==> src/rtl/preadd_mac_pkg.sv <==
package preadd_mac_pkg;

  typedef enum logic {
    ADDEND_EXT      = 1'b0,
    ADDEND_FEEDBACK = 1'b1
  } addend_sel_e;

  // Feedback only when accumulating and not reloading.
  function automatic addend_sel_e pick_addend(input logic accum, input logic load);
    return (accum && !load) ? ADDEND_FEEDBACK : ADDEND_EXT;
  endfunction

endpackage

==> src/rtl/mac_pipe_reg.sv <==
module mac_pipe_reg #(
  parameter int W  = 8,
  parameter int EN = 1
) (
  input  logic         clk_i,
  input  logic         rst_ni,
  input  logic         ce_i,
  input  logic         srst_i,
  input  logic [W-1:0] d_i,
  output logic [W-1:0] q_o
);

  if (EN != 0) begin : g_reg
    logic [W-1:0] q_q;

    always_ff @(posedge clk_i or negedge rst_ni) begin
      if (!rst_ni)      q_q <= '0;
      else if (srst_i)  q_q <= '0;
      else if (ce_i)    q_q <= d_i;
    end

    assign q_o = q_q;

    AST_SRST_ZERO: assert property (@(posedge clk_i) disable iff (!rst_ni)
      srst_i |=> (q_o == '0));

    AST_CE_HOLD: assert property (@(posedge clk_i) disable iff (!rst_ni)
      (!srst_i && !ce_i) |=> (q_o == $past(q_o)));
  end else begin : g_wire
    logic unused_ctl;
    assign unused_ctl = ^{clk_i, rst_ni, ce_i, srst_i};
    assign q_o = d_i;
  end

endmodule

==> src/rtl/mac_input_path.sv <==
module mac_input_path #(
  parameter int W      = 8,
  parameter int STAGES = 2
) (
  input  logic         clk_i,
  input  logic         rst_ni,
  input  logic         ce1_i,
  input  logic         ce2_i,
  input  logic         srst_i,
  input  logic [W-1:0] d_i,
  output logic [W-1:0] q_o
);

  localparam int EN1 = (STAGES >= 2) ? 1 : 0;
  localparam int EN2 = (STAGES >= 1) ? 1 : 0;

  logic [W-1:0] s1;

  // Both stages share one clear so they always empty together.
  mac_pipe_reg #(.W(W), .EN(EN1)) u_stage1 (
    .clk_i (clk_i),
    .rst_ni(rst_ni),
    .ce_i  (ce1_i),
    .srst_i(srst_i),
    .d_i   (d_i),
    .q_o   (s1)
  );

  mac_pipe_reg #(.W(W), .EN(EN2)) u_stage2 (
    .clk_i (clk_i),
    .rst_ni(rst_ni),
    .ce_i  (ce2_i),
    .srst_i(srst_i),
    .d_i   (s1),
    .q_o   (q_o)
  );

endmodule

==> src/rtl/mac_preadd_mult.sv <==
module mac_preadd_mult #(
  parameter int A_W        = 30,
  parameter int D_W        = 25,
  parameter int AD_W       = 25,
  parameter int B_W        = 18,
  parameter int USE_PREADD = 1,
  parameter int AD_REG     = 1,
  parameter int M_REG      = 1,
  localparam int MA_W      = (USE_PREADD != 0) ? AD_W : A_W,
  localparam int M_W       = MA_W + B_W
) (
  input  logic           clk_i,
  input  logic           rst_ni,
  input  logic [A_W-1:0] a_i,
  input  logic [D_W-1:0] d_i,
  input  logic [B_W-1:0] b_i,
  input  logic           ce_ad_i,
  input  logic           srst_ad_i,
  input  logic           ce_m_i,
  input  logic           srst_m_i,
  output logic [M_W-1:0] m_o
);

  logic signed [MA_W-1:0] mul_a;
  logic signed [MA_W-1:0] ad_q;
  logic signed [M_W-1:0]  mul_ax;
  logic signed [M_W-1:0]  mul_bx;
  logic signed [M_W-1:0]  prod;
  logic signed [B_W-1:0]  b_sgn;

  if (USE_PREADD != 0) begin : g_preadd
    logic signed [AD_W-1:0] a_lo;
    logic signed [AD_W-1:0] d_ext;
    logic signed [D_W-1:0]  d_sgn;
    logic unused_a_hi;
    assign a_lo  = a_i[AD_W-1:0];
    assign d_sgn = d_i;
    assign d_ext = AD_W'(d_sgn);
    assign mul_a = a_lo + d_ext;   // wraps at AD_W
    assign unused_a_hi = ^a_i;
  end else begin : g_nopre
    logic unused_d;
    assign mul_a    = a_i;         // AD slot serves as the last A stage
    assign unused_d = ^d_i;
  end

  mac_pipe_reg #(.W(MA_W), .EN(AD_REG)) u_ad_reg (
    .clk_i (clk_i),
    .rst_ni(rst_ni),
    .ce_i  (ce_ad_i),
    .srst_i(srst_ad_i),
    .d_i   (mul_a),
    .q_o   (ad_q)
  );

  assign b_sgn  = b_i;
  assign mul_ax = M_W'(ad_q);
  assign mul_bx = M_W'(b_sgn);
  assign prod   = mul_ax * mul_bx;

  mac_pipe_reg #(.W(M_W), .EN(M_REG)) u_m_reg (
    .clk_i (clk_i),
    .rst_ni(rst_ni),
    .ce_i  (ce_m_i),
    .srst_i(srst_m_i),
    .d_i   (prod),
    .q_o   (m_o)
  );

endmodule

==> src/rtl/mac_post_acc.sv <==
module mac_post_acc
  import preadd_mac_pkg::*;
#(
  parameter int M_W         = 43,
  parameter int P_W         = 48,
  parameter int USE_POSTADD = 1,
  parameter int P_REG       = 1,
  parameter int OVF_K       = 20
) (
  input  logic           clk_i,
  input  logic           rst_ni,
  input  logic [M_W-1:0] m_i,
  input  logic [P_W-1:0] c_i,
  input  logic           accum_i,
  input  logic           load_i,
  input  logic           ce_p_i,
  input  logic           srst_p_i,
  output logic [P_W-1:0] p_o,
  output logic           ovf_o
);

  localparam logic signed [P_W-1:0] OVF_THR = P_W'(1) << OVF_K;

  logic signed [M_W-1:0] m_sgn;
  logic signed [P_W-1:0] m_ext;
  logic signed [P_W-1:0] addend;
  logic signed [P_W-1:0] sum;
  logic signed [P_W-1:0] p_sgn;

  assign m_sgn = m_i;
  assign m_ext = P_W'(m_sgn);

  if (USE_POSTADD != 0 && P_REG != 0) begin : g_fbk
    addend_sel_e sel;
    assign sel    = pick_addend(accum_i, load_i);
    assign addend = (sel == ADDEND_FEEDBACK) ? p_sgn : c_i;
  end else if (USE_POSTADD != 0) begin : g_ext
    // No result register: feedback would be a combinational loop.
    logic unused_mode;
    assign unused_mode = accum_i ^ load_i;
    assign addend      = c_i;
  end else begin : g_none
    logic unused_c;
    assign unused_c = ^{c_i, accum_i, load_i};
    assign addend   = '0;
  end

  assign sum = m_ext + addend;

  mac_pipe_reg #(.W(P_W), .EN(P_REG)) u_p_reg (
    .clk_i (clk_i),
    .rst_ni(rst_ni),
    .ce_i  (ce_p_i),
    .srst_i(srst_p_i),
    .d_i   (sum),
    .q_o   (p_sgn)
  );

  assign p_o   = p_sgn;
  assign ovf_o = (p_sgn >= OVF_THR);

  if (USE_POSTADD != 0 && P_REG != 0) begin : g_chk
    AST_ACCUM_STEP: assert property (@(posedge clk_i) disable iff (!rst_ni)
      (ce_p_i && !srst_p_i && accum_i && !load_i)
        |=> (p_sgn == $past(p_sgn) + $past(m_ext)));

    AST_LOAD_OVERRIDE: assert property (@(posedge clk_i) disable iff (!rst_ni)
      (ce_p_i && !srst_p_i && accum_i && load_i)
        |=> (p_sgn == $past(c_i) + $past(m_ext)));
  end

  AST_NO_OVERFLOW: assert property (@(posedge clk_i) disable iff (!rst_ni)
    p_o[P_W-1] |-> !ovf_o);

endmodule

==> src/rtl/preadd_mac_slice.sv <==
module preadd_mac_slice #(
  parameter int A_W         = 30,
  parameter int B_W         = 18,
  parameter int D_W         = 25,
  parameter int AD_W        = 25,
  parameter int P_W         = 48,
  parameter int USE_PREADD  = 1,
  parameter int USE_POSTADD = 1,
  parameter int A_STAGES    = 1,
  parameter int B_STAGES    = 2,
  parameter int D_REG       = 1,
  parameter int AD_REG      = 1,
  parameter int M_REG       = 1,
  parameter int P_REG       = 1,
  parameter int OVF_K       = 20
) (
  input  logic           clk_i,
  input  logic           rst_ni,
  input  logic [A_W-1:0] a_i,
  input  logic [B_W-1:0] b_i,
  input  logic [P_W-1:0] c_i,
  input  logic [D_W-1:0] d_i,
  input  logic           ce_a1_i,
  input  logic           ce_a2_i,
  input  logic           ce_b1_i,
  input  logic           ce_b2_i,
  input  logic           ce_d_i,
  input  logic           ce_ad_i,
  input  logic           ce_m_i,
  input  logic           ce_p_i,
  input  logic           srst_a_i,
  input  logic           srst_b_i,
  input  logic           srst_d_i,
  input  logic           srst_ad_i,
  input  logic           srst_m_i,
  input  logic           srst_p_i,
  input  logic           accum_i,
  input  logic           load_i,
  output logic [P_W-1:0] p_o,
  output logic           ovf_o
);

  localparam int MA_W = (USE_PREADD != 0) ? AD_W : A_W;
  localparam int M_W  = MA_W + B_W;

  logic [A_W-1:0] a_q;
  logic [B_W-1:0] b_q;
  logic [D_W-1:0] d_q;
  logic [M_W-1:0] m_q;

  mac_input_path #(.W(A_W), .STAGES(A_STAGES)) u_a_path (
    .clk_i (clk_i),
    .rst_ni(rst_ni),
    .ce1_i (ce_a1_i),
    .ce2_i (ce_a2_i),
    .srst_i(srst_a_i),
    .d_i   (a_i),
    .q_o   (a_q)
  );

  mac_input_path #(.W(B_W), .STAGES(B_STAGES)) u_b_path (
    .clk_i (clk_i),
    .rst_ni(rst_ni),
    .ce1_i (ce_b1_i),
    .ce2_i (ce_b2_i),
    .srst_i(srst_b_i),
    .d_i   (b_i),
    .q_o   (b_q)
  );

  mac_input_path #(.W(D_W), .STAGES(D_REG)) u_d_path (
    .clk_i (clk_i),
    .rst_ni(rst_ni),
    .ce1_i (ce_d_i),
    .ce2_i (ce_d_i),
    .srst_i(srst_d_i),
    .d_i   (d_i),
    .q_o   (d_q)
  );

  mac_preadd_mult #(
    .A_W       (A_W),
    .D_W       (D_W),
    .AD_W      (AD_W),
    .B_W       (B_W),
    .USE_PREADD(USE_PREADD),
    .AD_REG    (AD_REG),
    .M_REG     (M_REG)
  ) u_mul (
    .clk_i    (clk_i),
    .rst_ni   (rst_ni),
    .a_i      (a_q),
    .d_i      (d_q),
    .b_i      (b_q),
    .ce_ad_i  (ce_ad_i),
    .srst_ad_i(srst_ad_i),
    .ce_m_i   (ce_m_i),
    .srst_m_i (srst_m_i),
    .m_o      (m_q)
  );

  mac_post_acc #(
    .M_W        (M_W),
    .P_W        (P_W),
    .USE_POSTADD(USE_POSTADD),
    .P_REG      (P_REG),
    .OVF_K      (OVF_K)
  ) u_post (
    .clk_i   (clk_i),
    .rst_ni  (rst_ni),
    .m_i     (m_q),
    .c_i     (c_i),
    .accum_i (accum_i),
    .load_i  (load_i),
    .ce_p_i  (ce_p_i),
    .srst_p_i(srst_p_i),
    .p_o     (p_o),
    .ovf_o   (ovf_o)
  );

endmodule

==> config.mk <==
export PLATFORM = sky130hd
export DESIGN_NAME = preadd_mac_slice
export DESIGN_NICKNAME = d
export VERILOG_FILES = /design/src/rtl/preadd_mac_pkg.sv /design/src/rtl/mac_pipe_reg.sv /design/src/rtl/mac_input_path.sv /design/src/rtl/mac_preadd_mult.sv /design/src/rtl/mac_post_acc.sv /design/src/rtl/preadd_mac_slice.sv
export SDC_FILE = /design/constraint.sdc
export NUM_CORES = 2
export LEC_CHECK = 0
export ABC_AREA = 1
export BUFFER_PORTS_ARGS = -buffer_cell sky130_fd_sc_hd__buf_4
export CAP_MARGIN = 25
export CORE_MARGIN = 2
export CORE_UTILIZATION = 45
export DETAILED_ROUTE_END_ITERATION = 8
export PLACE_DENSITY = 0.63
export SYNTH_ARGS = -nofsm -noshare
export SYNTH_HDL_FRONTEND = slang
export SYNTH_HIERARCHICAL = 1
export SYNTH_SLANG_ARGS = --single-unit
==> constraint.sdc <==
create_clock -name clk_i -period 7.5 [get_ports clk_i]
set_input_delay 1.5 -clock clk_i [delete_from_list [all_inputs] [get_ports clk_i]]
set_output_delay 1.5 -clock clk_i [all_outputs]
set_load 0.1 [all_outputs]
Word level (Yosys, flattened, before mapping)
Cells that the tools add are included.
{ "word_totals": {"reg_bits": 202, "input_bits": 139} }
{ "classes": {"n_reduce_logical": 9, "muxes": 16, "n_mul": 1, "order_cmp": 1, "n_addsub": 2} }
{ "ops": {"columns": ["op", "n"], "rows": [
  ["$mux W25", 6],
  ["$mux W48", 3],
  ["$mux W43", 2],
  ["$mux W18", 4],
  ["$add A43 B48 Y48", 1],
  ["$ge A48 B22 Y1 const B", 1],
  ["$mul A25 B18 Y43", 1],
  ["$add A25 B25 Y25", 1],
  ["$reduce_bool A2 Y1", 7],
  ["$logic_and A1 B1 Y1", 1],
  ["$logic_not A1 Y1", 1],
  ["$mux W1", 1]
]} }

Longest topological paths before layout
{ "logic_depth": {"depth_word": 7, "depth_mapped": 31} }

Cells and area by module
The synthesis kept the hierarchy.
{ "modules_own_cells": {"columns": ["module", "area_per_inst_um2", "n_inst", "cells_each"], "rows": [
  ["mac_preadd_mult", 18821.8, 1, 2619],
  ["mac_post_acc", 4944.7, 1, 974],
  ["mac_pipe_reg (u_d_path.u_stage2 ...)", 1084.8, 2, 109],
  ["mac_pipe_reg (u_post.u_p_reg)", 1904.3, 1, 209],
  ["mac_pipe_reg (u_mul.u_m_reg)", 1816.7, 1, 187],
  ["mac_pipe_reg (u_b_path.u_stage1 ...)", 745.7, 2, 78],
  ["mac_pipe_reg (u_a_path.u_stage2)", 1262.5, 1, 131],
  ["mac_pipe_reg (u_a_path.u_stage1)", 225.2, 1, 30],
  ["mac_pipe_reg (u_d_path.u_stage1)", 187.7, 1, 25]
]} }

Worst setup path after synthesis
OpenSTA, ideal clock, no wires.
{ "synth_timing": {"kind": "reg-to-reg", "startpoint": "register u_mul.u_ad_reg.g_reg.q_q[24] (netlist: u_mul/u_ad_reg/q_o[24])", "endpoint": "register u_mul.u_m_reg.g_reg.q_q[40] (netlist: u_mul/u_m_reg/q_o[40])", "slack_ns": 1.834, "synth_period_minus_slack_ns": 5.666, "path_stages_with_launch": 23, "path_buffers": 2, "arrival_ns": 5.550, "path_cell_list": "dfrtp_1 clkbuf_1 clkbuf_1 nand2_1 fa_1 inv_1 fa_1 inv_1 fa_1 fa_1 fa_1 fa_1 inv_1 ha_1 nand2_1 nor2_1 nand2_1 nor2_1 nand3_1 nand4_1 nand2_1 nand3_1 nand2_1"} }
{ "synth_via": {"elab_chain_cells": 3} }
{ "synth_lines": {"columns": ["element", "line", "text"], "rows": [
  ["start: declaration", "mac_pipe_reg.sv:14", "logic [W-1:0] q_q;"],
  ["start signal: assignment", "mac_pipe_reg.sv:19", "else if (ce_i) q_q <= d_i;"],
  ["$mul A25 B18 Y43", "mac_preadd_mult.sv:59", "assign prod = mul_ax * mul_bx;"],
  ["net u_mul.prod[40]", "mac_preadd_mult.sv:28", "logic signed [M_W-1:0] prod;"],
  ["$mux W43", "mac_pipe_reg.sv:19", null],
  ["$mux W43", "mac_pipe_reg.sv:18", "else if (srst_i) q_q <= '0;"],
  ["end signal: assignment", "mac_pipe_reg.sv:19", null],
  ["end: declaration", "mac_pipe_reg.sv:14", null]
]} }
The timed path passes the listed nets, and every way through them passes these cells. The select of a mux whose other input is x is not followed.
A chain may end at the register's enable or synchronous reset.

Worst setup path in the final report
{ "layout_timing": {"startpoint": "register u_b_path.u_stage2.g_reg.q_q[3] (netlist: u_b_path/u_stage2/q_o[3])", "endpoint": "register u_mul.u_m_reg.g_reg.q_q[40] (netlist: u_mul/u_m_reg/q_o[40])"} }
{ "layout_via": {"elab_chain_cells": 3} }
{ "layout_lines": {"columns": ["element", "line"], "rows": [
  ["start: declaration", "mac_pipe_reg.sv:14"],
  ["start signal: assignment", "mac_pipe_reg.sv:19"],
  ["$mul A25 B18 Y43", "mac_preadd_mult.sv:59"],
  ["net u_mul.prod[40]", "mac_preadd_mult.sv:28"],
  ["$mux W43", "mac_pipe_reg.sv:19"],
  ["$mux W43", "mac_pipe_reg.sv:18"]
]} }
The timed path passes the listed nets, and every way through them passes these cells. The select of a mux whose other input is x is not followed.

==> results.py <==
metrics = {
    "status": {
        "status": "completed",
    },
    "floorplan": {
        "ios": 188,
        "fp.coreArea_um2": 71600,
        "die_h_um": 273,
        "dieWidth_um": 273,
        "dieArea_um2": 74600,
        "start_util_pct": 45.5,
        "row_count": 98,
    },
    "setup_path": {
        "worstPathMaxFanout": 17,
        "crit_type": "reg2reg",
        "cp-start-kind": "register",
        "arrival_ns": 6.96,
        "crit_required_ns": 7.99,
        "critPathCaptureType": "register",
    },
    "cells_and_area": {
        "drive_above_1_share_pct": 10.2,
        "area_growth_pct": 7.56,
        "multi_input_area_um2": 22300,
        "diodes": 0,
        "fillCellCount": 7447,
        "final-seq-area_um2": 5050,
        "final_common_cell": "nand2_1",
        "layout_common_cells": "nand2_1, inv_1, fa_1",
        "final_nets": 5310,
    },
    "power": {
        "switching_power_uw": 1390,
        "p_leak_uw": 0.0207,
        "p_comb_share_pct": 30.0,
        "power.density_nw_per_um2": 108,
        "power_switching_share_pct": 36.9,
        "ir_worst_vdd_mv": 0.225,
        "internal_power_uw": 2380,
        "pwr-share-seq_pct": 34.2,
        "pwr-share-clk_pct": 35.9,
    },
    "clock_network": {
        "clock_latency_ns": 0.56,
        "cts.clk_slew.worst_paths_ns": 0.06,
        "clock-sinks": 202,
        "clockBufferDepth": 3,
        "ctsHoldBuffers": 0,
        "htreeDepth": 1,
        "cts_resized": 0,
        "cts_tree": "yes",
        "root_buffer": "clkbuf_16",
        "cts_buffers": 25,
        "postCtsSetupRepairBufs": 0,
    },
    "route": {
        "drtPass1Iterations": 7,
        "vias": 26800,
        "wl_per_cell_um": 15.8,
        "viasPerCell": 4.86,
        "drt_iter0_markers": 1482,
        "routed_wl_mm": 87.2,
        "final_antenna_net_count": 0,
        "remaining_drc_errors": 0,
    },
    "sta": {
        "maxSlewViolCount": 0,
        "holdWs_ns": 0.471,
        "fmax_ghz": 0.155,
        "hold_viol_final": 0,
        "worst_pin_slew_ns": 1.11,
        "post-route-period-util_pct": 86.3,
        "slew_headroom_pct": 26.0,
        "setup_viol": 0,
        "fin_skew_ns": 0.0184,
        "rsz0062_at_grt": "no",
        "fin_tns_setup_ns": 0,
        "finalCriticalPeriod_ns": 6.47,
    },
    "grt": {
        "antenna_found_initial": 0,
        "top_usage_layer": "met2",
        "grt_pass1_wl_mm": 142,
        "grt_use_met3_pct": 2.57,
        "grt_max_degree": 82,
        "grt_use_total_pct": 23.9,
        "grt_pass1_vias": 27400,
        "met2_usage_pct": 42.2,
        "grt_overflow": 0,
        "use_met1_pct": 30.7,
    },
    "yosys": {
        "synth_nets": 5287,
        "yosysWarnings": 6,
        "avgSynthCellArea_um2": 7.21,
        "netlist_area_um2": 32600,
        "syn_inst": 4524,
    },
    "run": {
        "cap_violations": 0,
    },
    "hold_path": {
        "hold_class": "reg2reg",
    },
    "placement": {
        "routabilityCongestion": 0.965,
        "io_buffers": 181,
        "dp_hpwl_mm": 72.8,
    },
}
## final cells by class
cell class	instances	area share, %
clock buffers	30	1.95
clock inverters	16	0.710
inverters	1031	11.0
multi-input cells	3074	63.7
flip-flops and latches	202	14.4
well taps	950	3.39
repair buffers	213	4.75
## per-stage QoR
stage	util [%]	area [µm²]	worst slack (ns)	power, µW	std cells
floorplan	-	32600	1.83	2080	4524
global placement	47.5	34000	1.14	2430	5467
detailed placement	47.6	34100	1.08	2440	5468
CTS	48.9	35000	1.05	3810	5514
global route	49.0	35100	0.744	3990	5516
finish	49.0	35100	1.03	3780	5516
## metal layers
metal	part of all wire (%)	up-vias
li1	-	13300
met5	0	-
met2	49	623
met3	5.0	122
met4	3.4	0
met1	43	12800
## critical path, stage by stage, from the launching register on
cell	delay, ns
dfrtp_1	0.92
nand2_1	0.21
inv_1	0.17
fa_1	0.50
fa_1	0.85
inv_1	0.17
fa_1	0.51
fa_1	0.58
fa_1	0.44
fa_1	0.49
inv_1	0.04
ha_1	0.36
nand2_1	0.12
nor2_1	0.21
nand2_1	0.12
nor2_1	0.17
nand3_1	0.15
nand3_1	0.11
nand2_1	0.05
nand2_1	0.05
nand3_1	0.07
nand2_1	0.09
## worst paths after layout
path / cells after the start / endpoint / slack, ns / startpoint
worst max-delay path: 21 / u_mul/u_m_reg/q_o[40] / 1.03 / u_b_path/u_stage2/q_o[3]
min in group asynchronous: 1 / u_mul/u_m_reg/q_o[0] / 0.91 / rst_ni
worst min-delay path: 2 / u_b_path/u_stage2/q_o[1] / 0.47 / u_b_path/u_stage2/q_o[1]
worst max register to register: 21 / u_mul/u_m_reg/q_o[40] / 1.03 / u_b_path/u_stage2/q_o[3]
worst min register to register: 2 / u_b_path/u_stage2/q_o[1] / 0.47 / u_b_path/u_stage2/q_o[1]
max in group asynchronous: 2 / u_post/u_p_reg/q_o[31] / 5.49 / rst_ni
## flip-flops by register name, indices dropped and copies added (netlist names)
signal and cells:
u_a_path/u_stage2/q_o 25, u_b_path/u_stage1/q_o 18, u_b_path/u_stage2/q_o 18, u_d_path/u_stage2/q_o 25
u_mul/u_ad_reg/q_o 25, u_mul/u_m_reg/q_o 43, u_post/u_p_reg/q_o 48
## power by group through the flow
stage | Clock (µW) | Sequential [µW] | Combinational, µW
3_5_place_dp | 0 | 1310 | 1130
2_1_floorplan | 0 | 1370 | 709
5_1_grt | 1430 | 1300 | 1250
4_1_cts | 1390 | 1290 | 1130
3_3_place_gp | 0 | 1310 | 1120
6_report | 1350 | 1290 | 1130
(Power assumes the default switching activity.)
